[src/rtl/kick_guard.sv]
`timescale 1ns/1ps
module kick_guard #(
  parameter int CW          = 16,
  parameter int FILT_CYCLES = 4
) (
  input  logic          clk,
  input  logic          rst_n,
  input  logic          kick_in,
  input  logic          supply_ok,
  input  logic          window_mode,
  input  logic          closed_sel,
  input  logic [CW-1:0] timeout_cycles,
  input  logic [CW-1:0] reset_cycles,
  output logic          reset_n_out,
  output logic          enable_n_out
);
  localparam int FW = $clog2(FILT_CYCLES + 1);

  logic          k_s1, k_s2, k_f, k_fd;
  logic [FW-1:0] fcnt;
  logic          in_rst;
  logic [CW-1:0] rcnt, wcnt;
  logic [1:0]    bad_cnt, good_cnt;
  logic          kill;

  always_ff @(posedge clk or negedge rst_n) begin
    if (!rst_n) begin
      k_s1 <= 1'b1; k_s2 <= 1'b1; k_f <= 1'b1; k_fd <= 1'b1; fcnt <= '0;
    end else begin
      k_s1 <= kick_in;
      k_s2 <= k_s1;
      k_fd <= k_f;
      if (k_s2 == k_f) fcnt <= '0;
      else if (fcnt == FW'(FILT_CYCLES - 1)) begin
        k_f  <= k_s2;
        fcnt <= '0;
      end else fcnt <= fcnt + 1'b1;
    end
  end

  wire          kick_ev = k_fd & ~k_f;
  wire          wd_on   = (timeout_cycles != '0);
  wire          running = wd_on & ~in_rst;
  wire [CW-1:0] closed  = !window_mode ? '0 :
                          closed_sel ? (timeout_cycles >> 1) + (timeout_cycles >> 2)
                                     : (timeout_cycles >> 1);
  wire          early   = kick_ev & (wcnt < closed);
  wire          expire  = (wcnt == timeout_cycles - 1'b1);
  wire          fault   = running & (kick_ev ? early : expire);
  wire          good    = running & kick_ev & ~early;
  wire [CW-1:0] rlim    = (reset_cycles == '0) ? CW'(1) : reset_cycles;

  always_ff @(posedge clk or negedge rst_n) begin
    if (!rst_n) begin
      in_rst <= 1'b1;
      rcnt   <= '0;
    end else if (!supply_ok || fault) begin
      in_rst <= 1'b1;
      rcnt   <= '0;
    end else if (in_rst) begin
      if ({1'b0, rcnt} + 1'b1 >= {1'b0, rlim}) begin
        in_rst <= 1'b0;
        rcnt   <= '0;
      end else rcnt <= rcnt + 1'b1;
    end
  end

  always_ff @(posedge clk or negedge rst_n) begin
    if (!rst_n) wcnt <= '0;
    else if (!running || kick_ev) wcnt <= '0;
    else wcnt <= wcnt + 1'b1;
  end

  always_ff @(posedge clk or negedge rst_n) begin
    if (!rst_n) begin
      bad_cnt <= '0; good_cnt <= '0; kill <= 1'b0;
    end else if (!wd_on) begin
      bad_cnt <= '0; good_cnt <= '0; kill <= 1'b0;
    end else if (fault) begin
      good_cnt <= '0;
      bad_cnt  <= (bad_cnt == 2'd3) ? 2'd3 : bad_cnt + 1'b1;
      if (bad_cnt >= 2'd2 && supply_ok) kill <= 1'b1;
    end else if (good) begin
      bad_cnt  <= '0;
      good_cnt <= (good_cnt == 2'd3) ? 2'd3 : good_cnt + 1'b1;
      if (good_cnt >= 2'd2) kill <= 1'b0;
    end
  end

  always_ff @(posedge clk or negedge rst_n) begin
    if (!rst_n) enable_n_out <= 1'b1;
    else enable_n_out <= ~(kill & supply_ok);
  end

  assign reset_n_out = ~in_rst;

  assert_supply_holds_reset_R2: assert property (@(posedge clk) disable iff (!rst_n)
    !supply_ok |=> !reset_n_out);
  assert_fault_pulls_reset_R4: assert property (@(posedge clk) disable iff (!rst_n)
    fault |=> (!reset_n_out && rcnt == '0));
  assert_timer_idle_in_reset_R6: assert property (@(posedge clk) disable iff (!rst_n)
    in_rst |=> (wcnt == '0));
  assert_kill_after_three_R7: assert property (@(posedge clk) disable iff (!rst_n)
    $rose(kill) |-> (bad_cnt == 2'd3));
  assert_streaks_exclusive_R9: assert property (@(posedge clk) disable iff (!rst_n)
    !(bad_cnt != 2'd0 && good_cnt != 2'd0));
  assert_no_kill_low_supply_R10: assert property (@(posedge clk) disable iff (!rst_n)
    !supply_ok |=> enable_n_out);
  assert_disabled_quiet_R12: assert property (@(posedge clk) disable iff (!rst_n)
    (timeout_cycles == '0 && $past(timeout_cycles == '0)) |=> enable_n_out);
endmodule

[config.mk]
export PLATFORM = sky130hd
export DESIGN_NAME = kick_guard
export DESIGN_NICKNAME = d
export VERILOG_FILES = /design/src/rtl/kick_guard.sv
export SDC_FILE = /design/constraint.sdc
export NUM_CORES = 1
export LEC_CHECK = 0
export ABC_AREA = 1
export ABC_CLOCK_PERIOD_IN_PS = 5900
export BUFFER_PORTS_ARGS = -buffer_cell sky130_fd_sc_hd__buf_2
export CAP_MARGIN = 10
export CELL_PAD_IN_SITES_DETAIL_PLACEMENT = 0
export CELL_PAD_IN_SITES_GLOBAL_PLACEMENT = 1
export CORE_UTILIZATION = 48
export DETAILED_ROUTE_END_ITERATION = 7
export GPL_TIMING_DRIVEN = 0
export HOLD_SLACK_MARGIN = 0.12
export PLACE_DENSITY_LB_ADDON = 0.1
export SLEW_MARGIN = 10
export SYNTH_ARGS = -nofsm -noshare
export SYNTH_HDL_FRONTEND = slang
export SYNTH_SLANG_ARGS = --single-unit
[constraint.sdc]
create_clock -name clk -period 5.9 [get_ports clk]
set_input_delay 0.59 -clock clk [delete_from_list [all_inputs] [get_ports clk]]
set_output_delay 0.59 -clock clk [all_outputs]
set_load 0.03 [all_outputs]
# Yosys cells after proc, flatten, opt, wreduce, memory -nomap -nowiden
# Index checks and enable logic that the tools add are counted.
# W data, S select, Z words.
[totals]
word_cells = 80
ff_bits = 46
out_inout_bits = 2
[op_classes]
n_addsub = 8
n_mux = 26
n_eq_ne = 8
n_lt_le_gt_ge = 4
reduce_logical = 10
n_bitwise = 12
[ops]
columns = ["cell", "count"]
rows = [
  ["$mux W16", 7],
  ["$add A16 B1 Y16 const B", 2],
  ["$add A16 B1 Y17 const B", 1],
  ["$ge A17 B16 Y1", 1],
  ["$add A15 B14 Y16", 1],
  ["$eq A16 B16 Y1", 1],
  ["$logic_not A16 Y1", 1],
  ["$lt A16 B16 Y1", 1],
  ["$mux W2", 8],
  ["$reduce_bool A16 Y1", 1],
  ["$sub A16 B1 Y16 const B", 1],
  ["$mux W1", 9],
  ["$and A1 B1 Y1", 7],
  ["$mux W3", 2],
  ["$ne A3 B1 Y1 const B", 2],
  ["$not A1 Y1", 5],
  ["$add A2 B1 Y2 const B", 2],
  ["$eq A2 B2 Y1 const B", 2],
  ["$ge A2 B2 Y1 const B", 2],
  ["$add A3 B1 Y3 const B", 1],
  ["$eq A3 B2 Y1 const B", 1],
  ["$ne A3 B2 Y1 const B", 1],
  ["$reduce_and A3 Y1", 1],
  ["$logic_not A1 Y1", 2],
  ["5 further kinds", 6],
]

# Logic depth before layout (Yosys ltp)
[logic_depth]
ltp_word = 10
ltp_mapped = 28
mapped_depth_nobuf = 27

# Worst setup path before layout
# OpenSTA, ideal clock, no wires.
[synth_path]
kind = "input-to-reg"
from = "input port timeout_cycles[1]"
to = "register rcnt[0]"
setup_time_ps = 74
t_required_ps = 5826
arrival_time_ps = 3460
cell_stages = 27
slack_ps = 2366
path_buffers = 0
cell_sequence = "ha_1 > inv_1 > fa_1 > inv_1 > nand3_1 > nand2_1 > a31oi_1 > o21ai_0 > nand2_1 > nand2_1 > a21oi_1 > xor2_1 > nand2_1 > nand2_1 > ha_1 > nand2_1 > o21ai_0 > nand2_1 > o2111ai_1 > inv_1 > nand2_1 > nand2_1 > nand3_4 > nand2_4 > inv_2 > nand2_4 > o21ai_2"
[synth_via]
elab_chain_cells = 9
word_cells_on_any_way = 14
classes_between = "2 x add/sub; 1 x order compare; 1 x eq/ne; 4 x mux; 3 x bitwise; 3 x reduce/logical"
[synth_lines]
columns = ["item", "line", "source"]
rows = [
  ["start: declaration", "12", "input logic [CW-1:0] timeout_cycles,"],
  ["$add A15 B14 Y16", "45", "closed_sel ? (timeout_cycles >> 1) + (timeout_cycles >> 2)"],
  ["$mux W16", "45", ""],
  ["$mux W16", "44", "wire [CW-1:0] closed = !window_mode ? '0 :"],
  ["$lt A16 B16 Y1", "47", "wire early = kick_ev & (wcnt < closed);"],
  ["$and A1 B1 Y1", "47", ""],
  ["$mux W1", "49", "wire fault = running & (kick_ev ? early : expire);"],
  ["$and A1 B1 Y1 *", "49", ""],
  ["$logic_or A1 B1 Y1 *", "57", "end else if (!supply_ok || fault) begin"],
  ["$mux W16 / $reduce_bool A2 Y1 (equally long branches)", "--", ""],
  ["end signal: assignment", "64", "end else rcnt <= rcnt + 1'b1;"],
  ["end: declaration", "22", "logic [CW-1:0] rcnt, wcnt;"],
]
# Every way passes the cells marked *; elsewhere a longest branch is shown, timed or not.
# A chain may end at the register's enable or synchronous reset.

# Final worst setup path
[layout_path]
from = "input port timeout_cycles[2]"
to = "register rcnt[3]"
# Same word-level chain as after synthesis.

==> flow_metrics.py <==
metrics = {
    "power": {
        "p_int_uw": 506.5,
        "clockPowerShare_pct": 24.1,
        "power.switching_uw": 258.8,
        "power_leakage_nw": 2.805,
        "irDropWorstVdd_mv": 0.2464,
        "seqPwrFrac_pct": 45.3,
        "pwr-share-comb_pct": 30.6,
        "p_sw_share_pct": 33.82,
        "power_density_nw_per_um2": 143.8,
    },
    "floorplanning": {
        "die-area_um2": 10570,
        "core_um2": 9819,
        "die_w_um": 102.8,
        "io_pins": 40,
        "die_y_um": 102.8,
        "rows": 36,
        "start_util_pct": 49.69,
    },
    "clocking": {
        "clk_pin_slew_worst_paths_ns": 0.08,
        "numCtsBuffers": 5,
        "cts_hold_buf": 0,
        "clock_sinks": 46,
        "clockBufferDepth": 2,
        "cts_resized": 0,
        "cts_root_buf": "clkbuf_8",
        "htreeDepth": 2,
        "cts_tree": "built",
        "cts_setup_buffers": 0,
        "clk_latency_ns": 0.29,
    },
    "logic_synthesis": {
        "synth-async-reset-ratio_pct": 100.0,
        "synth_cell_types": 47,
        "synth_area_um2": 4880,
        "synth_edf_count": 0,
        "ys_ff_latch": 46,
        "yosysSeqAreaShare_pct": 23.74,
        "synth_nets": 801,
        "synth.avg_cell_area_um2": 7.011,
        "ys.warnings.count": 0,
        "syn_inst": 696,
        "synth_flop_cell": "dfrtp_1",
        "synth_top_area_cell": "dfrtp_1",
        "synth_top_cell_area_share_pct": 20.51,
        "synth_area_leaders": "dfrtp_1, ha_1, nand2_1, inv_1, a21oi_1",
    },
    "drt": {
        "drt_iter0_markers": 149,
        "drcViolationCount": 0,
        "routedWlPerCell_um": 12.96,
        "ant_nets": 0,
        "vias": 4485,
        "dr.pass1.iters": 5,
        "vias_per_cell": 5.120,
        "wirelength_um": 11350,
    },
    "timing": {
        "finalHoldViolations": 0,
        "timing_worst_slew_pin_value_ns": 0.9924,
        "fin_skew_ns": 0.006857,
        "rsz0062_at_grt": "false",
        "finalSetupTns_ns": 0,
        "relSlewSlack_pct": 33.84,
        "fin_ws_ns": 1.886,
        "period_needed_ns": 4.014,
        "fmaxAchievable_mhz": 249.1,
        "setup_violations": 0,
        "final_max_slew_viol_count": 0,
        "fin_crit_sh_pct": 68.04,
    },
    "cells_and_area": {
        "fillers": 1075,
        "n_antenna_cell": 0,
        "area_growth_pct": 9.051,
        "mostFrequentLayoutCells": "nand2_1, inv_1, ha_1, a21oi_1, nor2_1",
        "layout_commonest_cell": "nand2_1",
        "drive_gt1_share_pct": 12.11,
        "fin_nets": 847,
    },
    "grt": {
        "antenna_found_initial": 0,
        "grtUsageTotal_pct": 22.93,
        "grt_pass1_vias": 4068,
        "grt_pass1_wl_um": 19040,
        "grt_max_degree": 47,
        "gr-total-overflow": 0,
    },
    "placement": {
        "pre_cts_ws_ns": 1.625,
        "dp_hpwl_um": 9451,
        "place_congestion": 0.8120,
        "io_buffers": 39,
    },
    "setup_path": {
        "setup.worst_path.start_class": "input pin",
        "arrival_ns": 4.23,
        "path_class": "input pin to register",
        "endpoint_kind": "register",
        "worst-path-max-fanout": 10,
        "worstPathRequired_ns": 6.12,
    },
    "status": {
        "status": "finished, final reports clean",
    },
    "min_path": {
        "hp-class": "register to register",
    },
    "flow_run": {
        "cap_violations": 0,
    },
}
## sequential cells by signal, summed over array words and instances (netlist names), 2 cells and up
name / cells
bad_cnt: 2
fcnt: 3
good_cnt: 2
rcnt: 16
wcnt: 16
## logic make-up (layout without fill, tap and decap cells)
family	Yosys count	in the layout	share of synthesized area (%)
buffers and inverters	126	173	9.872
AOI/OAI and AO/OA	112	112	13.54
adders and majority gates	67	67	17.33
xor gates and xnor gates	32	32	5.898
muxes	1	1	0.2308
and+or+nand+nor	312	312	29.38
DFF	46	46	23.74
## final cells by class
type                       count  area [um^2]  area share [%]
timing repair buffer          39        195.2           3.668
clock buffer                   8        80.08           1.505
inverter                     121        454.2           8.535
multi-input combinational    524         3239           60.87
buffer                         5        27.53          0.5173
sequential                    46         1159           21.77
tap                          133        166.4           3.127
## synth_stat cells, types with 3 or more instances
| library cell | number |
|---|---|
| nor2_4 | 5 |
| inv_1 | 118 |
| nand3_1 | 40 |
| nor2_1 | 48 |
| o21ai_2 | 11 |
| nor3_1 | 14 |
| xnor2_1 | 11 |
| a31oi_1 | 3 |
| nor4_1 | 6 |
| a21oi_1 | 52 |
| o211ai_1 | 11 |
| ha_1 | 66 |
| o21ai_1 | 4 |
| xor2_1 | 20 |
| nand2_2 | 5 |
| o21ai_0 | 22 |
| nand2_1 | 167 |
| nand4_1 | 9 |
| o2111ai_1 | 3 |
| dfrtp_1 | 40 |
| dfstp_2 | 6 |
| nor2_2 | 3 |
| nor3b_1 | 3 |
## final timing paths
path                                    from          end  slack (ns)  cells after the start
min in group asynchronous              rst_n  good_cnt[1]        0.46                      1
min                                     k_s1         k_s2        0.36                      0
max reg2reg                          rcnt[0]      rcnt[3]        2.41                     15
max in group asynchronous              rst_n      rcnt[1]        4.82                      1
max                        timeout_cycles[2]      rcnt[3]        1.89                     28
min reg2reg                             k_s1         k_s2        0.36                      0
## stage by stage
| step | hold slack (ns) | utilization (%) | total power, mW | cell area, um^2 | instances |
|---|---|---|---|---|---|
| after floorplan | 0.2944 | - | 0.5144 | 4880 | 696 |
| after global placement | 0.3499 | 53.38 | 0.5797 | 5241 | 868 |
| after detailed placement | 0.3514 | 53.38 | 0.5852 | 5241 | 868 |
| after CTS | 0.3628 | 54.19 | 0.7719 | 5321 | 876 |
| after global routing | 0.3657 | 54.19 | 0.8194 | 5321 | 876 |
| final | 0.3610 | 54.19 | 0.7653 | 5321 | 876 |
## worst max-delay path: stages
cell and delay (ns):
buf_2 0.13, ha_1 0.17, inv_1 0.05, fa_1 0.39, inv_1 0.09, nand3_1 0.06
nand2_1 0.16, a31oi_1 0.14, o21ai_0 0.32, nand2_1 0.10, nand2_1 0.07, a21oi_1 0.07
xor2_1 0.14, nand2_1 0.06, nand2_1 0.07, ha_1 0.27, nand2_1 0.06, o21ai_0 0.17
nand2_1 0.08, o2111ai_1 0.07, inv_1 0.07, nand2_1 0.12, nand2_1 0.10, nand3_4 0.12
nand2_4 0.07, inv_2 0.17, nand2_4 0.16, o21ai_2 0.14
## per-layer routing
| metal | vias to the layer above | part of all wire [%] | global-route usage (%) |
|---|---|---|---|
| met2 | 73 | 43 | 36.36 |
| met1 | 2043 | 53 | 34.67 |
| li1 | 2365 | - | - |
| met3 | 4 | 3.5 | 2.441 |
| met4 | 0 | 0.41 | 2.384 |
| met5 | - | 0 | 0 |
## power groups by stage
stage | combinational [mW] | clock, mW | sequential, mW
final | 0.234 | 0.185 | 0.347
after global routing | 0.268 | 0.203 | 0.348
after CTS | 0.234 | 0.191 | 0.347
after detailed placement | 0.232 | 0 | 0.353
after global placement | 0.228 | 0 | 0.352
after floorplan | 0.163 | 0 | 0.351
Note: power is estimated with default switching activity, not from simulation.
